===== config.mk =====
export PLATFORM = sky130hd
export DESIGN_NAME = host_bus_front
export DESIGN_NICKNAME = d
export VERILOG_FILES = /design/src/rtl/hbf_pkg.sv /design/src/rtl/hbf_pin_sync.sv /design/src/rtl/hbf_par_port.sv /design/src/rtl/hbf_ser_port.sv /design/src/rtl/host_bus_front.sv
export SDC_FILE = /design/constraint.sdc
export NUM_CORES = 1
export LEC_CHECK = 0
export BUFFER_PORTS_ARGS = -buffer_cell sky130_fd_sc_hd__buf_2
export CORE_MARGIN = 2
export CORE_UTILIZATION = 49
export DETAILED_ROUTE_END_ITERATION = 8
export GPL_TIMING_DRIVEN = 0
export PLACE_DENSITY = 0.77
export SETUP_SLACK_MARGIN = 0.05
export SKIP_CTS_REPAIR_TIMING = 1
export SYNTH_ARGS = -nofsm -noshare
export SYNTH_HDL_FRONTEND = slang
export SYNTH_SLANG_ARGS = --single-unit

===== constraint.sdc =====
create_clock -name clk_i -period 1.67 [get_ports clk_i]
set_input_delay 0.0835 -clock clk_i [delete_from_list [all_inputs] [get_ports clk_i]]
set_output_delay 0.0835 -clock clk_i [all_outputs]
set_load 0.02 [all_outputs]

===== src/rtl/hbf_pkg.sv =====
package hbf_pkg;
  localparam int unsigned CTRL_BITS = 2;   // serial: direction bit, then register bit
  localparam int unsigned SYNC_DEPTH = 2;

  typedef enum logic [1:0] {
    BUS_SERIAL = 2'b00,
    BUS_I80    = 2'b10,
    BUS_M68    = 2'b11
  } bus_kind_e;

  function automatic bus_kind_e decode_bus(input logic par, input logic m68);
    if (!par) return BUS_SERIAL;
    return m68 ? BUS_M68 : BUS_I80;
  endfunction
endpackage


===== src/rtl/hbf_pin_sync.sv =====
module hbf_pin_sync #(
  parameter int unsigned W      = 4,
  parameter int unsigned STAGES = 2,
  parameter logic [W-1:0] RST_VAL = '0
) (
  input  logic         clk_i,
  input  logic         rst_ni,
  input  logic [W-1:0] d_i,
  output logic [W-1:0] q_o
);
  logic [W-1:0] stg [STAGES];

  always_ff @(posedge clk_i or negedge rst_ni) begin
    if (!rst_ni) begin
      for (int i = 0; i < int'(STAGES); i++) stg[i] <= RST_VAL;
    end else begin
      stg[0] <= d_i;
      for (int i = 1; i < int'(STAGES); i++) stg[i] <= stg[i-1];
    end
  end

  assign q_o = stg[STAGES-1];
endmodule


===== src/rtl/hbf_par_port.sv =====
module hbf_par_port #(
  parameter int unsigned DW = 8
) (
  input  logic          clk_i,
  input  logic          rst_ni,
  input  logic          en_i,
  input  logic          m68_i,
  input  logic          bus4_i,
  input  logic          cs_n_i,
  input  logic          rs_i,
  input  logic          e_i,
  input  logic          rw_i,
  input  logic [DW-1:0] db_i,
  input  logic [DW-1:0] rd_data_i,
  output logic          evt_o,
  output logic [DW-1:0] byte_o,
  output logic          rs_o,
  output logic [DW-1:0] db_o,
  output logic          db_oe_o
);
  localparam int unsigned NW = DW / 2;

  logic          e_q, rw_q, phase_q;
  logic [NW-1:0] hi_q;
  logic          sel, wr_evt, rd_act, rd_end;

  assign sel = en_i && !cs_n_i;

  always_comb begin
    if (m68_i) begin
      wr_evt = sel && e_q && !e_i && !rw_i;
      rd_act = sel && e_i && rw_i;
      rd_end = sel && e_q && !e_i && rw_i;
    end else begin
      wr_evt = sel && !rw_q && rw_i;
      rd_act = sel && !e_i;
      rd_end = sel && !e_q && e_i;
    end
  end

  always_ff @(posedge clk_i or negedge rst_ni) begin
    if (!rst_ni) begin
      e_q     <= 1'b0;
      rw_q    <= 1'b0;
      phase_q <= 1'b0;
      hi_q    <= '0;
    end else begin
      e_q  <= e_i;
      rw_q <= rw_i;
      if (!bus4_i) begin
        phase_q <= 1'b0;
      end else if (wr_evt) begin
        if (!phase_q) hi_q <= db_i[DW-1 -: NW];
        phase_q <= !phase_q;
      end else if (rd_end) begin
        phase_q <= !phase_q;
      end
    end
  end

  assign evt_o  = wr_evt && (!bus4_i || phase_q);
  assign byte_o = bus4_i ? {hi_q, db_i[DW-1 -: NW]} : db_i;
  assign rs_o   = rs_i;

  always_comb begin
    if (!bus4_i)      db_o = rd_data_i;
    else if (phase_q) db_o = {rd_data_i[NW-1:0], {NW{1'b0}}};
    else              db_o = {rd_data_i[DW-1 -: NW], {NW{1'b0}}};
  end
  assign db_oe_o = rd_act;
endmodule


===== src/rtl/hbf_ser_port.sv =====
module hbf_ser_port
  import hbf_pkg::*;
#(
  parameter int unsigned DW = 8
) (
  input  logic          clk_i,
  input  logic          rst_ni,
  input  logic          en_i,
  input  logic          cs_n_i,
  input  logic          st_i,
  input  logic          sck_i,
  input  logic          sio_i,
  input  logic [DW-1:0] rd_data_i,
  output logic          evt_o,
  output logic [DW-1:0] byte_o,
  output logic          rs_o,
  output logic          sio_o,
  output logic          sio_oe_o
);
  localparam int unsigned FRAME = CTRL_BITS + DW;
  localparam int unsigned CW    = $clog2(FRAME + 2);

  logic          sck_q, st_q, rd_bit_q, rs_bit_q;
  logic [CW-1:0] cnt_q;
  logic [DW-1:0] sh_q;
  logic          frame, sck_rise, in_data;

  assign frame    = en_i && !cs_n_i && !st_i;
  assign sck_rise = frame && !sck_q && sck_i;
  assign in_data  = (cnt_q >= CW'(CTRL_BITS)) && (cnt_q < CW'(FRAME));

  always_ff @(posedge clk_i or negedge rst_ni) begin
    if (!rst_ni) begin
      sck_q    <= 1'b0;
      st_q     <= 1'b1;
      rd_bit_q <= 1'b0;
      rs_bit_q <= 1'b0;
      cnt_q    <= '0;
      sh_q     <= '0;
    end else begin
      sck_q <= sck_i;
      st_q  <= st_i;
      if (!frame) begin
        cnt_q <= '0;
      end else if (sck_rise) begin
        if (cnt_q <= CW'(FRAME)) cnt_q <= cnt_q + 1'b1;   // saturates at FRAME+1
        if (cnt_q == '0)       rd_bit_q <= sio_i;
        if (cnt_q == CW'(1))   rs_bit_q <= sio_i;
        if (in_data)           sh_q <= {sh_q[DW-2:0], sio_i};
      end
    end
  end

  assign evt_o  = en_i && !cs_n_i && !st_q && st_i && !rd_bit_q && (cnt_q == CW'(FRAME));
  assign byte_o = sh_q;
  assign rs_o   = rs_bit_q;

  always_comb begin
    sio_o = 1'b0;
    for (int i = 0; i < int'(DW); i++)
      if (cnt_q == CW'(FRAME - 1 - i)) sio_o = rd_data_i[i];
  end
  assign sio_oe_o = frame && rd_bit_q && in_data;
endmodule


===== src/rtl/host_bus_front.sv =====
module host_bus_front
  import hbf_pkg::*;
#(
  parameter int unsigned DW = 8
) (
  input  logic          clk_i,
  input  logic          rst_ni,
  input  logic          par_mode_i,
  input  logic          m68_i,
  input  logic          bus4_i,
  input  logic          cs_ni,
  input  logic          rs_i,
  input  logic          e_i,
  input  logic          rw_i,
  input  logic [DW-1:0] db_i,
  output logic [DW-1:0] db_o,
  output logic          db_oe_o,
  input  logic          sio_i,
  output logic          sio_o,
  output logic          sio_oe_o,
  input  logic [DW-1:0] rd_data_i,
  output logic          rd_is_data_o,
  output logic          wr_valid_o,
  output logic [DW-1:0] wr_data_o,
  output logic          wr_is_data_o
);
  localparam int unsigned PW = 5 + DW;
  localparam logic [PW-1:0] PIN_RST = {2'b11, {(PW-2){1'b0}}};

  bus_kind_e     kind;
  logic [PW-1:0] pins_s;
  logic          cs_s, rs_s, e_s, rw_s, sio_s;
  logic [DW-1:0] db_s;

  assign kind = decode_bus(par_mode_i, m68_i);

  hbf_pin_sync #(.W(PW), .STAGES(SYNC_DEPTH), .RST_VAL(PIN_RST)) u_sync (
    .clk_i (clk_i),
    .rst_ni(rst_ni),
    .d_i   ({cs_ni, rs_i, e_i, rw_i, sio_i, db_i}),
    .q_o   (pins_s)
  );
  assign {cs_s, rs_s, e_s, rw_s, sio_s, db_s} = pins_s;

  logic          p_evt, p_rs, p_oe;
  logic [DW-1:0] p_byte, p_db;

  hbf_par_port #(.DW(DW)) u_par (
    .clk_i    (clk_i),
    .rst_ni   (rst_ni),
    .en_i     (kind != BUS_SERIAL),
    .m68_i    (kind == BUS_M68),
    .bus4_i   (bus4_i),
    .cs_n_i   (cs_s),
    .rs_i     (rs_s),
    .e_i      (e_s),
    .rw_i     (rw_s),
    .db_i     (db_s),
    .rd_data_i(rd_data_i),
    .evt_o    (p_evt),
    .byte_o   (p_byte),
    .rs_o     (p_rs),
    .db_o     (p_db),
    .db_oe_o  (p_oe)
  );

  logic          s_evt, s_rs, s_sio, s_oe;
  logic [DW-1:0] s_byte;

  hbf_ser_port #(.DW(DW)) u_ser (
    .clk_i    (clk_i),
    .rst_ni   (rst_ni),
    .en_i     (kind == BUS_SERIAL),
    .cs_n_i   (cs_s),
    .st_i     (rs_s),
    .sck_i    (e_s),
    .sio_i    (sio_s),
    .rd_data_i(rd_data_i),
    .evt_o    (s_evt),
    .byte_o   (s_byte),
    .rs_o     (s_rs),
    .sio_o    (s_sio),
    .sio_oe_o (s_oe)
  );

  always_ff @(posedge clk_i or negedge rst_ni) begin
    if (!rst_ni) begin
      wr_valid_o   <= 1'b0;
      wr_data_o    <= '0;
      wr_is_data_o <= 1'b0;
    end else begin
      wr_valid_o <= (kind == BUS_SERIAL) ? s_evt : p_evt;
      if (kind == BUS_SERIAL && s_evt) begin
        wr_data_o    <= s_byte;
        wr_is_data_o <= s_rs;
      end else if (kind != BUS_SERIAL && p_evt) begin
        wr_data_o    <= p_byte;
        wr_is_data_o <= p_rs;
      end
    end
  end

  assign db_o         = p_db;
  assign db_oe_o      = (kind != BUS_SERIAL) && p_oe;
  assign sio_o        = s_sio;
  assign sio_oe_o     = (kind == BUS_SERIAL) && s_oe;
  assign rd_is_data_o = (kind == BUS_SERIAL) ? s_rs : p_rs;
endmodule


* Word level (Yosys, flattened, before mapping)
Cells that the tools add are included.
Operators by class: add/subtract/negate cells 1, magnitude comparators 3, equality and inequality tests 14, mux-type cells 28, bitwise logic cells 1, reductions and logical operators 48
Operators by type and width (number):
- 8-bit two-way mux | 5
- 1-bit logical AND | 28
- 1-bit two-way mux | 19
- 4-bit by 3-bit equality test with 1-bit output (second input constant) | 4
- 4-bit equality test (second input constant) | 3
- 4-bit two-way mux | 3
- 3-bit AND reduction | 4
- 1-bit zero test | 10
- 4-bit by 2-bit equality test with 1-bit output (second input constant) | 2
- 4-bit by 1-bit adder with 4-bit output (second input constant) | 1
- 4-bit by 1-bit equality test with 1-bit output (second input constant) | 1
- 4-bit by 2-bit >= comparator with 1-bit output (second input constant) | 1
- 4-bit <= comparator (second input constant) | 1
- 4-bit zero test | 1
- 4-bit < comparator (second input constant) | 1
- 2-bit != test (second input constant) | 2
- 2-bit nonzero test | 2
- 3-bit by 1-bit != test with 1-bit output (second input constant) | 1
- 2-bit equality test (second input constant) | 1
- 2-bit zero test | 1
- 2-bit two-way mux | 1
- 2-bit AND reduction | 1
- 1-bit logical OR | 1
- 1-bit inverter | 1
Word-level totals: register bits after elaboration 58, input port bits 26, output and inout bits 22, word-level logic and storage cells 109

* Longest topological paths before layout
Gate-level depths: netlist of run 1.
depth after elaboration 12, gate-level depth with buffers 6, depth with buffers taken out 6

* By module
From an unflattened synthesis of run 1, not the netlist that was laid out.
Unflattened totals: cells, all modules 207, area total of the unflattened synthesis 2777.7 um^2
Modules (own cells, without submodules):
- hbf_ser_port | times used 1, cells an instance 74, area each 869.6 um^2, seq. area each 401.6 um^2
- hbf_pin_sync | times used 1, cells an instance 39, area each 753.2 um^2, seq. area each 655.6 um^2
- host_bus_front | times used 1, cells an instance 48, area each 618.1 um^2, seq. area each 250.2 um^2
- hbf_par_port | times used 1, cells an instance 46, area each 536.8 um^2, seq. area each 175.2 um^2

* Worst setup path before layout of run 1
No wires, ideal clock.
kind flip-flop to flip-flop, start register u_ser.cnt_q[2], end register wr_data_o[0], setup time 125 ps, arrival 1581 ps, setup slack -36 ps, stages on the path, launching flop included 6, clock period less this slack 1706 ps, path through dfrtp_1 -> buf_6 -> and4bb_4 -> nand4b_4 -> a21oi_4 -> mux2_2
On the way: cells in the longest elaborated chain, start to end 4
RTL lines:
- from (decl) | line hbf_ser_port.sv:24 | logic [CW-1:0] cnt_q;
- from (signal assigned) | line hbf_ser_port.sv:46 | if (cnt_q <= CW'(FRAME)) cnt_q <= cnt_q + 1'b1;
- 4-bit equality test * | line hbf_ser_port.sv:54 | assign evt_o = en_i && !cs_n_i && !st_q && st_i && !rd_bit_q && (cnt_q == CW'(FRAME));
- 1-bit logical AND * | line hbf_ser_port.sv:54
- 1-bit logical AND * | line host_bus_front.sv:93 | if (kind == BUS_SERIAL && s_evt) begin
- 8-bit two-way mux / 2-bit nonzero test (equally long branches)
- to (signal assigned) | line host_bus_front.sv:94 | wr_data_o <= s_byte;
- to (signal assigned) | line host_bus_front.sv:97 | wr_data_o <= p_byte;
- to (decl) | line host_bus_front.sv:24 | output logic [DW-1:0] wr_data_o,
Every way passes the cells marked *; elsewhere a longest branch is shown, timed or not. A chain may end at the register's enable or synchronous reset.

* Final worst setup path of run 1
start register u_ser.cnt_q[1], end register wr_data_o[5]
Same word-level chain as after synthesis.

==> metrics.cfg, run 1 <==
[sta]
rsz0062_at_grt = yes
timing.slew.headroom_pct = 52.2
fin_crit_sh_pct = 112
worst_slack_ps = -196
finalHoldViolations = 0
worst_slew_pin_slew_ps = 717
finalClockSkew_ps = 9.62
fmax_mhz = 536
finalSetupViolations = 14
drv_slew = 0
finalCriticalPeriod_ps = 1870

[setup_path]
cp.required_ps = 1890
cp.arrival_ps = 2080
path_class = reg2reg
path_max_fanout = 10
start_kind = flip-flop
end_kind = flip-flop

[placed_design]
io_buffer_count = 47
gp_congestion = 0.774
hpwl_mm = 3.11
dp_cells = 292

[route]
vias = 1698
ant_nets = 0
drc = 0
vias_per_cell = 5.10
wire_per_inst_um = 15.8
firstDrtPassIters = 4
wl_mm = 5.27
drt_iter0_drc = 63

[yosys]
yosysMostFrequentCell = dfrtp_1
ys.flop_type = dfrtp_1
synth_common_cells = 53 x dfrtp_1, 43 x mux2_2, 9 x nor2_1, 7 x nand2_1
synth_edf_count = 0
synthArstFlopShare_pct = 100
netlist_instances = 178
synth_area_leader_cell = dfrtp_1
synth_area_leaders = dfrtp_1 53%, mux2_2 20%, dfstp_2 5.3%
synth_seq_cells = 58
seq_area_frac_synth_pct = 58.7
yosysUniqueCellTypes = 38
yosysWarningCount = 0
syn_area_mm2 = 0.00248
synth_top_area_share_pct = 53.5
synthesis.nets = 208
avgSynthCellArea_um2 = 13.9

[power_and_ir_drop]
p_leak_uw = 0.00157
p_seq_share_pct = 48.6
combPwrFrac_pct = 14.7
clock_power_share_pct = 36.7
switching_share_pct = 25.7
p_int_uw = 2460
p_sw_uw = 850
ir_drop_uv = 922
p_per_area_mw_per_mm2 = 992

[run_status]
status = finished with violations
violations = setup timing

[clock_tree]
clock-sinks = 58
h-tree-depth = 3
cts_made_buffers = 9
clockBufferDepth = 2
cts-root-buf = clkbuf_8
clk_pin_slew_ps = 70
clk-insertion-delay-late_ps = 330
cts_tree = done

[floorplanning]
die-area_mm2 = 0.00565
die_w_um = 75.2
core_area_mm2 = 0.00482
num_rows = 25
die_height_um = 75.2
io_pins = 48
start_util_pct = 51.5

[final_layout]
syn_to_final_growth_pct = 34.4
final_layout_size_suffix_gt1_share_pct = 54.5
regArea_mm2 = 0.00146
fillerInstances = 360
multiInputGateArea_mm2 = 0.00110
fin_cells = 333
nets = 291
diodes = 0
finish.utilization_pct = 69.2

[grt]
track_usage_pct = 18.3
antenna_found_initial = 0
grt_start_max_net_pins = 59
grt-ovfl-total = 0
grt_pass1_wl_mm = 7.42
first_global_vias = 1576

[worst_hold_path]
hold_class = in2reg

[job]
cap_violations = 0

-- logic make-up after synthesis --
group	Yosys count	synth area share, %
DFF	58	58.7
muxes	45	20.3
and+or+nand+nor	41	11.1
AOI/OAI and AO/OA	20	5.55
buffers and inverters	8	1.51
adders and majority gates	4	2.02
xor gates and xnor gates	2	0.706
-- cells in the final DEF (no fill, tap or decap), types with 4 or more instances in the layout --
master	n
mux2_2	41
clkbuf_1	5
buf_2	45
nand2_1	6
nor2b_1	6
dfstp_2	5
clkbuf_8	9
nor2_1	9
ha_4	4
buf_4	9
inv_1	4
dlygate4sd3_1	14
dfrtp_1	51
-- power by group through the flow --
| stage | sequential [uW] | combinational (uW) | clock, uW |
|---|---|---|---|
| after floorplan | 1690 | 191 | 0 |
| after global placement | 1620 | 427 | 0 |
| after detailed placement | 1630 | 439 | 0 |
| after CTS | 1610 | 442 | 1220 |
| after global routing | 1620 | 524 | 1310 |
| final | 1610 | 486 | 1210 |
-- registers in the layout (all words and copies together), names as in the netlist --
signal          count
u_sync.q_o         13
u_sync.stg         13
u_ser.byte_o        8
wr_data_o           8
u_par.hi_q          4
u_ser.cnt_q         4
u_par.phase_q       1
u_par.rw_q          1
u_ser.rd_bit_q      1
u_ser.rs_o          1
u_ser.sck_q         1
u_ser.st_q          1
wr_is_data_o        1
wr_valid_o          1
-- final cells by class --
class                           instances  share of cell area [%]
Multi-Input combinational cell        113                    32.9
Clock buffer                           13                    4.17
Sequential cell                        58                    43.8
Clock inverter                          3                    1.20
Tap cell                               67                    2.51
Inverter                                6                   0.750
Timing Repair Buffer                   71                    14.3
Buffer                                  2                   0.450
-- routing by layer --
layer  track usage, %  vias up  routed length, um
li1                 -      810                  -
met1             23.5      836               2190
met2             28.7       41               2770
met3             5.09       11                205
met4             9.36        0                110
met5                0        -                  0
-- per-stage QoR --
| step | hold slack, ps | setup WS [ps] | power (uW) | instance area [um2] | TNS, ps |
|---|---|---|---|---|---|
| final | 101 | -196 | 3310 | 3330 | -1830 |
| after global routing | 119 | -237 | 3450 | 3330 | -2630 |
| after CTS | -153 | -296 | 3270 | 2980 | -4060 |
| after detailed placement | 190 | -200 | 2070 | 2800 | -2980 |
| after global placement | 191 | -164 | 2050 | 2800 | -2340 |
| after floorplan | -212 | -14.5 | 1880 | 2480 | -116 |
-- worst max-delay path, stage by stage (launching register included) --
cell	delay, ps
dfrtp_2	470
buf_6	130
and4bb_4	320
nand4b_4	120
a21oi_4	200
buf_12	160
mux2_2	340
-- worst paths after layout --
check	start	endpoint	slack, ps	depth (start not counted)
max	u_ser.cnt_q[1]	wr_data_o[5]	-200	6
min reg2reg	u_sync.stg[22]	u_sync.q_o[9]	330	0
min in group asynchronous	rst_ni	u_sync.stg[17]	360	2
max in group asynchronous	rst_ni	u_ser.cnt_q[0]	810	2
min	bus4_i	u_par.phase_q	100	3
max reg2reg	u_ser.cnt_q[1]	wr_data_o[5]	-200	6
(Power assumes the default switching activity.)
==> inputs of run 2 (changes only) <==
- BUFFER_PORTS_ARGS: -buffer_cell sky130_fd_sc_hd__buf_2 -> not set
- CORE_ASPECT_RATIO: not set -> 0.7
- CORE_UTILIZATION: 49 -> 56
- DONT_BUFFER_PORTS: not set -> 1
- PLACE_DENSITY: 0.77 -> 0.74
==> metrics.cfg, run 2 (same netlist as run 1, synthesis figures left out) <==
[power_and_ir_drop]
ir_drop_uv = 791  ; -14%
p_int_uw = 2630  ; +7.0%
switching_share_pct = 23.4  ; -2.3 points
p_leak_uw = 0.00139  ; -11%
p_sw_uw = 805  ; -5.3%
clock_power_share_pct = 41.9  ; +5.2 points
combPwrFrac_pct = 8.7  ; -6.0 points
p_seq_share_pct = 49.4  ; +0.8 points
p_per_area_mw_per_mm2 = 1110  ; +11%

[grt]
grt_start_max_net_pins = 59  ; unchanged
antenna_found_initial = 0  ; unchanged
track_usage_pct = 18.8  ; +0.42 points
grt_pass1_wl_mm = 6.83  ; -7.9%
grt-ovfl-total = 0  ; unchanged
first_global_vias = 1423  ; -9.7%

[route]
wl_mm = 4.64  ; -12%
ant_nets = 0  ; unchanged
vias_per_cell = 5.55  ; +8.9%
vias = 1510  ; -11%
drt_iter0_drc = 59  ; -6.3%
wire_per_inst_um = 17.0  ; +7.7%
firstDrtPassIters = 4  ; unchanged
drc = 0  ; unchanged

[floorplanning]
die_height_um = 59.7  ; -21%
io_pins = 48  ; unchanged
die_w_um = 83.6  ; +11%
num_rows = 20  ; -20%
die-area_mm2 = 0.00499  ; -12%
start_util_pct = 57.6  ; +6.1 points
core_area_mm2 = 0.00430  ; -11%

[clock_tree]
cts_made_buffers = 9  ; unchanged
h-tree-depth = 3  ; unchanged
clk-insertion-delay-late_ps = 330  ; about the same
clk_pin_slew_ps = 60  ; about the same
cts-root-buf = clkbuf_8
clock-sinks = 58  ; unchanged
cts_tree = done
clockBufferDepth = 2  ; unchanged

[placed_design]
gp_congestion = 0.874  ; +13%
hpwl_mm = 2.96  ; -4.7%
io_buffer_count = 0  ; -100%

[setup_path]
end_kind = flip-flop
cp.arrival_ps = 2030  ; -50 ps
start_kind = flip-flop
path_class = reg2reg
cp.required_ps = 1880  ; about the same
path_buf_inv = 2  ; unchanged
path_cells = buf_6 > and4bb_4 > nand4b_4 > a21oi_4 > buf_12 > mux2_2
critPathTopFamily = simple AND/OR/NAND/NOR gates
rrSetupSlack_ps = -150  ; +50 ps
crit_slowest_cell = and4bb_4
max_stage_delay_ps = 380  ; -90 ps
path_max_fanout = 10  ; unchanged

[final_layout]
layout_commonest_cell = dfrtp_1
final_layout_size_suffix_gt1_share_pct = 43.8  ; -11 points
layout_common_cells = 52 x dfrtp_1, 42 x mux2_2, 15 x dlygate4sd3_1, 11 x clkbuf_8, 9 x nor2_1
finish.utilization_pct = 72.2  ; +3.0 points
syn_to_final_growth_pct = 25.2
diodes = 0  ; unchanged
nets = 242  ; -17%

[sta]
fmax_mhz = 549  ; +2.5%
finalClockSkew_ps = 10.6  ; +0.961 ps
whs_ps = 71.3  ; -29.6 ps
fin_crit_sh_pct = 109  ; -2.7 points
rsz0062_at_grt = yes
finalSetupTns_ps = -1250  ; +581 ps
finalCriticalPeriod_ps = 1820  ; -45.1 ps
worst_slew_pin_slew_ps = 480  ; -237 ps
finalSetupViolations = 13  ; -1
timing.slew.headroom_pct = 68.0  ; +16 points
finalHoldViolations = 0  ; unchanged
drv_slew = 0  ; unchanged
worst_slack_ps = -151  ; +45.1 ps

[worst_hold_path]
hold_class = in2reg

[run_status]
status = finished with violations
violations = setup timing

[job]
cap_violations = 0  ; unchanged

[run 2: changes by cell type in the layout (fill, tap and decap cells not counted), moves of 3 or more]
cell | before | now
ha_2 | 0 | 3
buf_2 | 45 | 0
buf_4 | 9 | 4
clkbuf_1 | 5 | 2
ha_4 | 4 | 1
[run 2: layer usage]
layer	vias to the layer above	global-route usage, %	part of all wire, %
met2	58	31.5	50
met1	723	21.8	42
li1	716	-	-
met3	13	7.60	5.8
met4	0	8.53	2.4
met5	-	0	0
[run 2: area by class of cell]
cell class | instances | area [um2]
buffer | 2 | 15.0
clock buffer | 12 | 155
clock inverter | 4 | 73.8
fill | 294 | 1200
inverter | 6 | 22.5
multi-input combinational | 113 | 1060
sequential | 58 | 1460
tap | 55 | 68.8
timing repair buffer | 22 | 248
[run 2: path summary, 6_finish.rpt]
check,start,endpoint,cells past startpoint
min reg2reg,u_sync.stg[22],u_sync.q_o[9],0
max,u_ser.cnt_q[2],wr_data_o[0],6
min in group asynchronous,rst_ni,u_sync.stg[23],2
max in group asynchronous,rst_ni,u_sync.stg[24],2
min,par_mode_i,u_ser.cnt_q[3],3
max reg2reg,u_ser.cnt_q[2],wr_data_o[0],6
[run 2: power groups by stage]
stage | Combinational [uW] | Clock, uW | Sequential, uW
after global placement | 207 | 0 | 1710
after CTS | 218 | 1460 | 1700
final | 298 | 1440 | 1700
after floorplan | 191 | 0 | 1690
after detailed placement | 216 | 0 | 1720
after global routing | 325 | 1530 | 1710
[run 2: tightest hold or removal path: cells and delay by family]
kind	cells	cell delay, ps
AND/OR/NAND/NOR	2	160
buffers and inverters	1	120
[run 2: stage by stage]
step / worst slack, ps / power, uW / instances / area, um2
after floorplan: -14.5 / 1880 / 178 / 2480
final: -151 / 3430 / 272 / 3110
after detailed placement: -213 / 1940 / 233 / 2550
after global routing: -205 / 3570 / 272 / 3110
after global placement: -171 / 1920 / 233 / 2550
after CTS: -448 / 3370 / 249 / 2780
==> inputs of run 3 (changes only) <==
- REMOVE_ABC_BUFFERS: not set -> 1
==> metrics.cfg, run 3 (same netlist as run 1, synthesis figures left out) <==
[route]
wire_per_inst_um = 18.2  ; +7.0%
wl_mm = 5.05  ; +8.9%
vias = 1573  ; +4.2%
vias_per_cell = 5.68  ; +2.3%
firstDrtPassIters = 4  ; unchanged
drc = 0  ; unchanged
drt_iter0_drc = 74  ; +25%
ant_nets = 0  ; unchanged

[floorplanning]
num_rows = 20  ; unchanged
die-area_mm2 = 0.00499  ; unchanged
io_pins = 48  ; unchanged
die_w_um = 83.6  ; unchanged
start_util_pct = 57.6  ; unchanged
die_height_um = 59.7  ; unchanged
core_area_mm2 = 0.00430  ; unchanged

[setup_path]
max_stage_delay_ps = 480  ; +100 ps
cp.required_ps = 1880  ; about the same
crit_slowest_cell = dfrtp_2
end_kind = flip-flop
start_kind = flip-flop
path_cells = and4bb_4 > nand4b_4 > a21oi_4 > buf_12 > mux2_2
path_class = reg2reg
path_max_fanout = 10  ; unchanged
cp.arrival_ps = 2030  ; about the same

[sta]
finalSetupTns_ps = -1300  ; -49.1 ps
timing.slew.headroom_pct = 66.6  ; -1.4 points
worst_slew_pin_slew_ps = 498  ; +18.3 ps
finalCriticalPeriod_ps = 1820  ; +0.305 ps
finalHoldViolations = 0  ; unchanged
fmax_mhz = 549  ; about the same
drv_slew = 0  ; unchanged
worst_slack_ps = -151  ; -0.305 ps
rsz0062_at_grt = yes
finalSetupViolations = 11  ; -2
fin_crit_sh_pct = 109  ; about the same
finalClockSkew_ps = 9.61  ; -0.969 ps

[placed_design]
dpl_worst_slack_ps = -249  ; -35.3 ps
gp_congestion = 0.907  ; +3.8%
placed_area_mm2 = 0.00253  ; -0.59%
hpwl_mm = 3.08  ; +3.8%
dp_cells = 231  ; -0.86%
io_buffer_count = 0  ; unchanged

[job]
cap_violations = 0  ; unchanged

[final_layout]
layout_common_cells = 49 x dfrtp_1, 43 x mux2_2, 15 x dlygate4sd3_1, 12 x buf_4, 10 x clkbuf_8
regArea_mm2 = 0.00146  ; +0.26%
multiInputGateArea_mm2 = 0.00112  ; +5.1%
layout_commonest_cell = dfrtp_1
fin_area_mm2 = 0.00315  ; +1.4%
fin_cells = 277  ; +1.8%
diodes = 0  ; unchanged
nets = 247  ; +2.1%
fillerInstances = 298  ; +1.4%
syn_to_final_growth_pct = 27.0
final_layout_size_suffix_gt1_share_pct = 46.4  ; +2.6 points

[clock_tree]
clock-sinks = 58  ; unchanged
cts-root-buf = clkbuf_8
cts_tree = done
h-tree-depth = 3  ; unchanged
clk_pin_slew_ps = 60  ; about the same
clockBufferDepth = 2  ; unchanged
clk-insertion-delay-late_ps = 330  ; about the same
cts_made_buffers = 9  ; unchanged

[power_and_ir_drop]
ir_drop_uv = 786  ; -0.55%
p_leak_uw = 0.00140  ; +0.42%
finalPower_uw = 3220  ; -6.2%
p_per_area_mw_per_mm2 = 1020  ; -7.5%

[run_status]
status = finished with violations
violations = setup timing

[worst_hold_path]
hold_class = in2reg

[grt]
antenna_found_initial = 0  ; unchanged
grt-ovfl-total = 0  ; unchanged
grt_pass1_wl_mm = 7.07  ; +3.5%
first_global_vias = 1444  ; +1.5%
grt_start_max_net_pins = 59  ; unchanged
track_usage_pct = 19.5  ; +0.71 points

## run 3: through the flow
| step | hold slack (ps) | util [%] |
|---|---|---|
| after floorplan | -212 | - |
| after global placement | -211 | 58.9 |
| after detailed placement | -211 | 58.9 |
| after CTS | -575 | 63.3 |
| after global routing | 67.6 | 73.2 |
| final | 57.7 | 73.2 |
## run 3: layer usage
layer | GRT usage, % | routed length, um | up-vias
met3 | 7.60 | 274 | 8
li1 | - | - | 716
met5 | 0 | 0 | -
met2 | 30.8 | 2430 | 51
met1 | 24.9 | 2280 | 798
met4 | 7.60 | 63 | 0
## run 3: worst max-delay path: cells and delay by family, from the launching register on
kind	cells	cell delay, ps
buffers and inverters	1	150
muxes	1	340
AOI/OAI and AO/OA	1	170
DFF	1	480
and+or+nand+nor	2	560
## run 3: report_power, final
group	internal, uW	switching, uW	leakage [uW]
clock network	726	506	0.0000974
logic	163	127	0.000588
registers	1540	161	0.000709
## run 3: path summary, 6_finish.rpt
kind	startpoint	to	slack [ps]	depth (start not counted)
worst max-delay path	u_ser.cnt_q[0]	wr_data_o[7]	-150	5
worst min-delay path	par_mode_i	u_ser.cnt_q[1]	60	3
worst max register to register	u_ser.cnt_q[0]	wr_data_o[7]	-150	5
worst min register to register	u_sync.stg[18]	u_sync.q_o[5]	350	0
max in group asynchronous	rst_ni	u_sync.q_o[12]	1070	2
min in group asynchronous	rst_ni	u_sync.stg[21]	280	2
## run 3: area by class of cell
class                           instances  area share, %
Multi-Input combinational cell        113           35.5
Clock buffer                           13           4.72
Clock inverter                          3           1.27
Tap cell                               55           2.18
Timing Repair Buffer                   29           9.13
Inverter                                6          0.794
Sequential cell                        58           46.4
